**config.mk**
```make
export PLATFORM = sky130hd
export DESIGN_NAME = bridge_diag_seq
export DESIGN_NICKNAME = d
export VERILOG_FILES = /design/src/rtl/bdiag_pkg.sv /design/src/rtl/bdiag_settle_timer.sv /design/src/rtl/bdiag_off_classify.sv /design/src/rtl/bdiag_fault_map.sv /design/src/rtl/bridge_diag_seq.sv
export SDC_FILE = /design/constraint.sdc
export NUM_CORES = 1
export LEC_CHECK = 0
export CORE_UTILIZATION = 30
export DETAILED_ROUTE_END_ITERATION = 7
export GPL_TIMING_DRIVEN = 0
export PLACE_DENSITY_LB_ADDON = 0.15
export SETUP_SLACK_MARGIN = 0.2
export SLEW_MARGIN = 30
export SYNTH_ARGS = -nofsm -noshare
export SYNTH_HDL_FRONTEND = slang
export SYNTH_SLANG_ARGS = --single-unit
```
**constraint.sdc**
```tcl
create_clock -name clk -period 7.2 [get_ports clk]
set_input_delay 1.08 -clock clk [delete_from_list [all_inputs] [get_ports clk]]
set_output_delay 1.08 -clock clk [all_outputs]
set_load 0.03 [all_outputs]
```
**src/rtl/bdiag_pkg.sv**
```systemverilog
package bdiag_pkg;
    localparam int NPH     = 3;
    localparam int FAULT_W = 23;

    // fault vector bit positions
    localparam int B_OPEN  = 0;   // 0..2 open phase
    localparam int B_OFFHI = 3;   // off-state all high
    localparam int B_OFFLO = 4;   // off-state all low
    localparam int B_BAT   = 5;   // 5..7 phase short to battery
    localparam int B_GND   = 8;   // 8..10 phase short to ground
    localparam int B_LOAD  = 11;  // 11..13 load short at phase
    localparam int B_PAIR  = 14;  // 14..16 load short between phases
    localparam int B_WEAK  = 17;  // weak short to battery
    localparam int B_UNCL  = 18;  // unclassified
    localparam int B_USED  = 19;  // bits at and above are reserved

    typedef enum logic [1:0] {
        ST_IDLE,
        ST_OFFCHK,
        ST_RUN,
        ST_RECHK
    } seq_st_e;

    typedef enum logic [2:0] {
        OC_CLEAN,
        OC_ALLHI,
        OC_ALLLO,
        OC_OPEN_U,
        OC_OPEN_V,
        OC_OPEN_W,
        OC_OTHER
    } off_cls_e;
endpackage

```
**src/rtl/bdiag_settle_timer.sv**
```systemverilog
module bdiag_settle_timer #(
    parameter int SETTLE_W = 8
) (
    input  logic                clk,
    input  logic                rst_n,
    input  logic                clear_i,
    input  logic [SETTLE_W-1:0] limit_i,
    output logic                done_o
);
    logic [SETTLE_W-1:0] cnt_d, cnt_q;

    assign done_o = (cnt_q == limit_i);

    always_comb begin
        cnt_d = cnt_q;
        if (clear_i) begin
            cnt_d = '0;
        end else if (!done_o) begin
            cnt_d = cnt_q + 1'b1;
        end
    end

    always_ff @(posedge clk) begin
        if (!rst_n) begin
            cnt_q <= '0;
        end else begin
            cnt_q <= cnt_d;
        end
    end
endmodule

```
**src/rtl/bdiag_off_classify.sv**
```systemverilog
module bdiag_off_classify
    import bdiag_pkg::*;
(
    input  logic [NPH-1:0] hi_i,
    input  logic [NPH-1:0] lo_i,
    output off_cls_e       cls_o
);
    localparam logic [NPH-1:0] ALL = '1;

    always_comb begin
        cls_o = OC_OTHER;
        if (hi_i == '0 && lo_i == '0) begin
            cls_o = OC_CLEAN;
        end else if (hi_i == ALL && lo_i == '0) begin
            cls_o = OC_ALLHI;
        end else if (lo_i == ALL && hi_i == '0) begin
            cls_o = OC_ALLLO;
        end else if (lo_i == 3'b001 && hi_i == 3'b110) begin
            cls_o = OC_OPEN_U;
        end else if (lo_i == 3'b101 && hi_i == 3'b010) begin
            cls_o = OC_OPEN_V;
        end else if (lo_i == 3'b100 && hi_i == 3'b011) begin
            cls_o = OC_OPEN_W;
        end
    end
endmodule

```
**src/rtl/bdiag_fault_map.sv**
```systemverilog
module bdiag_fault_map
    import bdiag_pkg::*;
(
    input  off_cls_e             cls_i,
    input  logic [NPH-1:0]       cap_bat_i,
    input  logic [NPH-1:0]       cap_gnd_i,
    input  logic                 cap_weak_i,
    output logic [FAULT_W-1:0]   start_set_o,
    output logic [FAULT_W-1:0]   final_set_o
);
    logic lone_bat, lone_gnd, lone_weak, is_pair;
    logic [NPH-1:0] pair_mask;

    assign lone_bat  = ($countones(cap_bat_i) == 1) && (cap_gnd_i == '0) && !cap_weak_i;
    assign lone_gnd  = ($countones(cap_gnd_i) == 1) && (cap_bat_i == '0) && !cap_weak_i;
    assign lone_weak = cap_weak_i && (cap_bat_i == '0) && (cap_gnd_i == '0);
    assign is_pair   = ($countones(cap_bat_i) == 1) && ($countones(cap_gnd_i) == 1)
                       && ((cap_bat_i & cap_gnd_i) == '0) && !cap_weak_i;
    assign pair_mask = cap_bat_i | cap_gnd_i;

    // verdict for the check that follows a start request
    always_comb begin
        start_set_o = '0;
        case (cls_i)
            OC_ALLHI:  start_set_o[B_OFFHI]    = 1'b1;
            OC_ALLLO:  start_set_o[B_OFFLO]    = 1'b1;
            OC_OPEN_U: start_set_o[B_OPEN + 0] = 1'b1;
            OC_OPEN_V: start_set_o[B_OPEN + 1] = 1'b1;
            OC_OPEN_W: start_set_o[B_OPEN + 2] = 1'b1;
            OC_OTHER:  start_set_o[B_UNCL]     = 1'b1;
            default:   start_set_o             = '0;
        endcase
    end

    // verdict for the check that follows an on-state fault
    always_comb begin
        final_set_o = '0;
        case (cls_i)
            OC_OPEN_U: final_set_o[B_OPEN + 0] = 1'b1;
            OC_OPEN_V: final_set_o[B_OPEN + 1] = 1'b1;
            OC_OPEN_W: final_set_o[B_OPEN + 2] = 1'b1;
            default: begin
                for (int p = 0; p < NPH; p++) begin
                    if (lone_bat && cap_bat_i[p]) begin
                        if (cls_i == OC_ALLHI)      final_set_o[B_BAT + p]  = 1'b1;
                        else if (cls_i == OC_CLEAN) final_set_o[B_LOAD + p] = 1'b1;
                    end
                    if (lone_gnd && cap_gnd_i[p]) begin
                        if (cls_i == OC_ALLLO)      final_set_o[B_GND + p]  = 1'b1;
                        else if (cls_i == OC_CLEAN) final_set_o[B_LOAD + p] = 1'b1;
                    end
                end
                if (is_pair && cls_i == OC_CLEAN) begin
                    case (pair_mask)
                        3'b011:  final_set_o[B_PAIR + 0] = 1'b1;
                        3'b101:  final_set_o[B_PAIR + 1] = 1'b1;
                        3'b110:  final_set_o[B_PAIR + 2] = 1'b1;
                        default: final_set_o[B_UNCL]     = 1'b1;
                    endcase
                end
                if (lone_weak && cls_i == OC_ALLHI) begin
                    final_set_o[B_WEAK] = 1'b1;
                end
                if (final_set_o == '0) begin
                    final_set_o[B_UNCL] = 1'b1;
                end
            end
        endcase
    end
endmodule

```
**src/rtl/bridge_diag_seq.sv**
```systemverilog
module bridge_diag_seq
    import bdiag_pkg::*;
#(
    parameter int SETTLE_W = 8
) (
    input  logic                clk,
    input  logic                rst_n,
    input  logic                start_i,
    input  logic [SETTLE_W-1:0] settle_i,
    input  logic [2:0]          off_scb_i,
    input  logic [2:0]          off_scg_i,
    input  logic [2:0]          on_scb_i,
    input  logic [2:0]          on_scg_i,
    input  logic                on_wsc_i,
    input  logic                clr_i,
    output logic [2:0]          off_sw_o,
    output logic                on_mon_o,
    output logic                bridge_en_o,
    output logic [22:0]         fault_o
);
    typedef struct packed {
        seq_st_e              st;
        logic [NPH-1:0]       cap_bat;
        logic [NPH-1:0]       cap_gnd;
        logic                 cap_weak;
        logic [FAULT_W-1:0]   flt;
    } seq_regs_t;

    seq_regs_t d, q;

    logic               tmr_clear, tmr_done, on_hit, in_check;
    off_cls_e           cls;
    logic [FAULT_W-1:0] start_set, final_set, set_now;

    assign in_check  = (q.st == ST_OFFCHK) || (q.st == ST_RECHK);
    assign tmr_clear = !in_check;
    assign on_hit    = (|on_scb_i) || (|on_scg_i) || on_wsc_i;

    bdiag_settle_timer #(.SETTLE_W(SETTLE_W)) u_tmr (
        .clk     (clk),
        .rst_n   (rst_n),
        .clear_i (tmr_clear),
        .limit_i (settle_i),
        .done_o  (tmr_done)
    );

    bdiag_off_classify u_cls (
        .hi_i  (off_scb_i),
        .lo_i  (off_scg_i),
        .cls_o (cls)
    );

    bdiag_fault_map u_map (
        .cls_i       (cls),
        .cap_bat_i   (q.cap_bat),
        .cap_gnd_i   (q.cap_gnd),
        .cap_weak_i  (q.cap_weak),
        .start_set_o (start_set),
        .final_set_o (final_set)
    );

    always_comb begin
        d       = q;
        set_now = '0;
        case (q.st)
            ST_IDLE: begin
                if (start_i && q.flt == '0) begin
                    d.st = ST_OFFCHK;
                end
            end
            ST_OFFCHK: begin
                if (tmr_done) begin
                    if (cls == OC_CLEAN) begin
                        d.st = ST_RUN;
                    end else begin
                        set_now = start_set;
                        d.st    = ST_IDLE;
                    end
                end
            end
            ST_RUN: begin
                if (on_hit) begin
                    d.cap_bat  = on_scb_i;
                    d.cap_gnd  = on_scg_i;
                    d.cap_weak = on_wsc_i;
                    d.st       = ST_RECHK;
                end
            end
            ST_RECHK: begin
                if (tmr_done) begin
                    set_now = final_set;
                    d.st    = ST_IDLE;
                end
            end
            default: d.st = ST_IDLE;
        endcase
        d.flt = (clr_i ? '0 : q.flt) | set_now;
    end

    always_ff @(posedge clk) begin
        if (!rst_n) begin
            q <= '{st: ST_IDLE, cap_bat: '0, cap_gnd: '0, cap_weak: 1'b0, flt: '0};
        end else begin
            q <= d;
        end
    end

    assign off_sw_o    = {NPH{in_check}};
    assign bridge_en_o = (q.st == ST_RUN);
    assign on_mon_o    = (q.st == ST_RUN);
    assign fault_o     = q.flt;
endmodule

```
==> Word-level counts from Yosys, hierarchy flattened <==
Index checks and enable logic that the tools add are counted.
{ "classes": {"add_sub_neg": 5, "eq_ne": 27, "muxes": 64, "bitwise_logic": 3, "n_reduce_logical": 44} }
{ "ops": {"columns": ["cell", "count"], "rows": [
  ["equality test 32 x 2 -> 1 bit (second input constant)", 2],
  ["2-to-1 mux 19 bit", 3],
  ["2-to-1 mux 1 bit", 44],
  ["one-hot mux 19 bit (2 select lines)", 1],
  ["adder 32 x 1 -> 32 bit", 1],
  ["equality test 3 bit (second input constant)", 10],
  ["logical AND 1 bit", 24],
  ["zero test 23 bit", 1],
  ["2-to-1 mux 23 bit", 1],
  ["bitwise OR 23 bit", 1],
  ["2-to-1 mux 3 bit", 7],
  ["zero test 3 bit", 6],
  ["equality test 3 x 2 -> 1 bit (second input constant)", 5],
  ["zero test 14 bit", 1],
  ["2-to-1 mux 14 bit", 1],
  ["OR reduction 3 bit", 4],
  ["2-to-1 mux 2 bit", 5],
  ["2-to-1 mux 9 bit", 1],
  ["adder 8 x 1 -> 8 bit (second input constant)", 1],
  ["equality test 8 bit", 1],
  ["one-hot mux 2 bit (4 select lines)", 1],
  ["equality test 3 x 1 -> 1 bit (second input constant)", 2],
  ["inequality test 2 bit (second input constant)", 3],
  ["adder 1 x 1 -> 2 bit", 2],
  ["other kinds (11)", 15]
]} }
{ "totals": {"regBits": 40, "in_bits": 25, "word_cells": 149} }

==> Longest topological paths before layout <==
{ "logic_depth": {"word_depth": 22, "ltp_mapped": 11} }

==> Hierarchy <==
From an unflattened synthesis, not the netlist that was laid out.
{ "unflattened": {"hier_cells": 327, "area_unflattened_um2": 2803.9} }
{ "modules_own_cells": {"columns": ["module", "instances", "cells_per_inst", "area_each_um2", "seq_area_each_um2"], "rows": [
  ["bridge_diag_seq", 1, 154, 1451.4, 640.6],
  ["bdiag_fault_map", 1, 91, 689.4, 0.0],
  ["bdiag_settle_timer", 1, 64, 539.3, 160.2],
  ["bdiag_off_classify", 1, 18, 123.9, 0.0]
]} }

==> Worst setup path after synthesis <==
No wires, ideal clock.
{ "synth_path": {"path_kind": "flip-flop to flip-flop", "from": "reg q[24] (netlist name)", "to": "reg q, in the netlist fault_o[18]", "arrival_ns": 2.422, "required_ns": 7.085, "slack_ns": 4.664, "stages_incl_launch_ff": 12, "n_path_buf": 1, "synth_period_minus_slack_ns": 2.536, "cell_sequence": "dfxtp_1 -> clkbuf_1 -> inv_1 -> ha_1 -> ha_1 -> ha_1 -> or4b_4 -> nor2_4 -> a22oi_1 -> a41oi_2 -> nor4_1 -> o21a_1"} }
{ "synth_between": {"elab_chain_cells": 15} }
{ "synth_lines": {"columns": ["element", "line_no", "rtl"], "rows": [
  ["from (decl)", "bridge_diag_seq.sv:29", "seq_regs_t d, q;"],
  ["from (signal assigned)", "bridge_diag_seq.sv:102", "q <= '{st: ST_IDLE, cap_bat: '0, cap_gnd: '0, cap_weak: 1'b0, flt: '0};"],
  ["adder 1 x 1 -> 2 bit (implied by the code) / zero test 3 bit (equally long branches)", null, null],
  ["adder 32 x 1 -> 32 bit (implied by the code) / logical AND 1 bit (equally long branches)", "bdiag_fault_map.sv:15, bdiag_fault_map.sv:17, bdiag_fault_map.sv:14", null],
  ["equality test 32 x 2 -> 1 bit / logical AND 1 bit (equally long branches)", "bdiag_fault_map.sv:15, bdiag_fault_map.sv:17, bdiag_fault_map.sv:14", null],
  ["logical AND 1 bit (on tied branches)", "bdiag_fault_map.sv:17, bdiag_fault_map.sv:44", null],
  ["logical AND 1 bit / 2-to-1 mux 1 bit (equally long branches)", "bdiag_fault_map.sv:18, bdiag_fault_map.sv:44", null],
  ["logical AND 1 bit / 2-to-1 mux 1 bit (equally long branches)", "bdiag_fault_map.sv:18, bdiag_fault_map.sv:50", null],
  ["logical AND 1 bit / 2-to-1 mux 1 bit (equally long branches)", "bdiag_fault_map.sv:53, bdiag_fault_map.sv:49", null],
  ["2-to-1 mux 3 bit, or another cell as far along", "bdiag_fault_map.sv:53", "if (is_pair && cls_i == OC_CLEAN) begin"],
  ["2-to-1 mux 3 bit / 2-to-1 mux 1 bit (equally long branches)", "bdiag_fault_map.sv:38", "case (cls_i)"],
  ["zero test 14 bit", "bdiag_fault_map.sv:64", "if (final_set_o == '0) begin"],
  ["2-to-1 mux 1 bit *", "bdiag_fault_map.sv:64", null],
  ["2-to-1 mux 14 bit *", "bdiag_fault_map.sv:38", null],
  ["2-to-1 mux 19 bit *", "bridge_diag_seq.sv:90", "if (tmr_done) begin"],
  ["one-hot mux 19 bit (2 select lines) *", "bridge_diag_seq.sv:65", "case (q.st)"],
  ["bitwise OR 23 bit *", "bridge_diag_seq.sv:97", "d.flt = (clr_i ? '0 : q.flt) | set_now;"]
]} }
Every way passes the cells marked *; elsewhere a longest branch is shown, timed or not. The select of a mux whose other input is x is not followed.
A chain may end at the register's enable or synchronous reset.

==> Worst setup path after layout <==
{ "layout_path": {"from": "reg q[31] (netlist name)", "to": "out on_mon_o"} }
{ "layout_between": {"elab_chain_cells": 1} }
{ "layout_lines": {"columns": ["element", "line_no", "rtl"], "rows": [
  ["equality test 2 bit", "bridge_diag_seq.sv:110", "assign on_mon_o = (q.st == ST_RUN);"],
  ["to (decl)", "bridge_diag_seq.sv:17", "output logic on_mon_o,"]
]} }
No other way between the ends.

==> out/qor.txt <==
WL final: 5310 um
Post-DP HPWL: 4030 um
# hold bufs at CTS: 0
Avg Inst Size Synth: 8.53 sq um
Power Density: 146 mW/mm^2
FF-to-FF setup slack: 4.26 ns
Synth area leaders: dfxtp_1 33%, buf_4 9.3%, xor2_1 5.2%
Max-cap violations: 0
Hold Crit Class: flop to flop
Via Count: 1,925
most frequent cells in the layout: 48 x clkdlybuf4s50_1, 36 x dfxtp_1, 27 x buf_4
hold worst-path end: fault_o[3]
Vias per Instance: 4.70
largest net degree at the start of global routing: 12
die height: 87.1 um
gpl congestion: 0.799
Core Area: 0.00691 sq mm
Layout Area Growth over Synthesis: 33.1%
kind of critical path: flop to primary output
Final Hold Slack: 0.475 ns
Post-DP Area: 0.00279 sq mm
synthesized cell area: 0.00217 sq mm
CP bufs+invs: 3
IO Count: 53
Yosys cell types: 47
Crit-path slowest cell: clkdlybuf4s50_1
RSZ-0062 raised after global routing: no
DRC: 0
fin area: 0.00289 sq mm
Top FF cell, synth: dfxtp_1
Max Buffers Root-to-Sink: 2
Initial Util: 31.5%
LEAKAGE: 1.10 nW
CP cell instances: clkbuf_1 > nor2b_1 > buf_4 > clkdlybuf4s50_1
Post-CTS Resized: 0
Max Freq: 315 MHz
Synth top area share: 33.1%
Max VDD drop: 0.0665 mV
pre-CTS setup slack: 4.17 ns
Tmin final: 3.17 ns
Num CTS Buffers: 5
Slew Viols, Final: 0
first drt pass iteration count: 5
# Post-CTS Setup Buffers: 0
hold path startpoint: fault_o[3]
ys async rst share: 0%
vias in the first global route: 1,916
sequential cell area fraction in the yosys report: 33.1%
Required @ worst endpoint: 6.12 ns
die footprint: 0.00759 sq mm
most common cell after layout, fill and taps aside: clkdlybuf4s50_1
total power: 0.000422 W
GRT Overall Usage: 15.0%
PortBufs: 48
min setup slack post-route: 4.03 ns
FP Rows: 30
Cells on Worst Hold Path: 2
clock sink total: 36
Clock Latency Late Sink: 0.29 ns
Max stage delay on crit path: 0.66 ns
DR WL/cell: 13.0 um
Post-DRT Antenna Nets: 0
run status: finished, final reports clean
Post-synth EDFFs: 0
final number of hold-violating endpoints: 0
first-pass GRT wire length: 8870 um
Worst Skew: 0.00770 ns
initial antenna violation count: 0
critical path peak fanout: 9
yosys warns: 0
initial DRC count: 93
Final Cycle Share: 44.1%
area leader, netlist: dfxtp_1
root buffer cell: clkbuf_8
R2R depth: 10
Crit Reg-Reg Startpoint: q[24]
Crit path max-delay family: buffers and inverters
Post-Synthesis Cells: 255
register bit total from synthesis: 36
final setup fails: 0
Final nets: 345
TritonCTS clock tree: yes
Reg-to-Reg End: fault_o[18]
htree depth: 2
Worst setup EP type: primary output
layout cells sized above 1: 14.3%
CP startpoint kind: flop
Clock transition at path regs: 0.08 ns
setup TNS: 0 ns
antenna diode count: 0
Critical Path AT: 2.09 ns
total grt overflow: 0
Die X: 87.1 um
Yosys cell counts, types with 2 or more instances:
master and count:
nor3_1 5, a21boi_0 2, a21oi_1 5, nor2_1 22, nand2b_1 3, xnor2_1 3, o41ai_1 2, o31ai_1 6
clkbuf_1 8, a32o_1 4, and3_1 4, or4_1 2, nor4_1 6, dfxtp_1 36, nand2_1 23, mux2i_1 8
inv_1 8, nand4_1 5, buf_4 27, o21ai_0 8, nor2b_1 12, nor3_2 2, or3_1 3, xor2_1 13
a22o_1 5, buf_2 2, ha_1 5, nand3_1 6, fa_1 2
kinds of logic after synthesis:
family | count (synthesis) | share of synthesized area (%)
xor gates and xnor gates | 16 | 6.44
DFF | 36 | 33.1
and+or+nand+nor | 100 | 24.6
other | 1 | 0.172
AOI/OAI and AO/OA | 40 | 14.0
buffers and inverters | 47 | 13.3
adders and majority gates | 7 | 4.72
muxes | 8 | 3.68
state kept, by name, summed over array words and instances (netlist names):
signal,count
fault_o,19
u_tmr.cnt_q,8
q,9
cell type report:
| class | count | area (sq um) |
|---|---|---|
| clock buffer | 6 | 72.6 |
| inverter | 8 | 30.0 |
| fill | 736 | 4010 |
| tap | 96 | 120 |
| clock inverter | 2 | 35.0 |
| buffer | 39 | 259 |
| multi-input combinational | 175 | 1180 |
| timing repair buffer | 48 | 480 |
| sequential | 36 | 721 |
per-stage QoR:
| stage | util (%) | cells |
|---|---|---|
| global route | 41.9 | 410 |
| CTS | 41.9 | 410 |
| detailed placement | 40.3 | 402 |
| floorplan | - | 258 |
| global placement | 40.3 | 402 |
| finish | 41.9 | 410 |
layer usage:
layer,wire length (um),track usage (%),vias to the layer above
li1,-,-,976
met1,2650,19.7,888
met2,2360,24.4,51
met3,196,2.18,10
met4,108,6.71,0
met5,0,0,-
tightest hold or removal path, delay by kind of cell (launching register included):
kind	cells	cell delay (ns)
and+or+nand+nor	1	0.05
DFF	1	0.33
AOI/OAI and AO/OA	1	0.05
power by group:
group	leakage [nW]	switching, W	internal (W)
Clock	0.0552	0.0000749	0.000103
Combinational	0.755	0.0000212	0.0000228
Sequential	0.290	0.000000721	0.000200
how the worst max path moves through the flow:
stage / from / end / slack (ns) / depth (start not counted)
floorplan: q[24] / fault_o[18] / 4.66 / 11
global placement: off_scb_i[0] / fault_o[14] / 4.13 / 6
detailed placement: off_scg_i[2] / fault_o[14] / 4.17 / 6
CTS: q[31] / on_mon_o / 4.01 / 4
global route: q[31] / on_mon_o / 3.90 / 4
finish: q[31] / on_mon_o / 4.03 / 4
No activity file was read; power rests on OpenSTA's default activity.
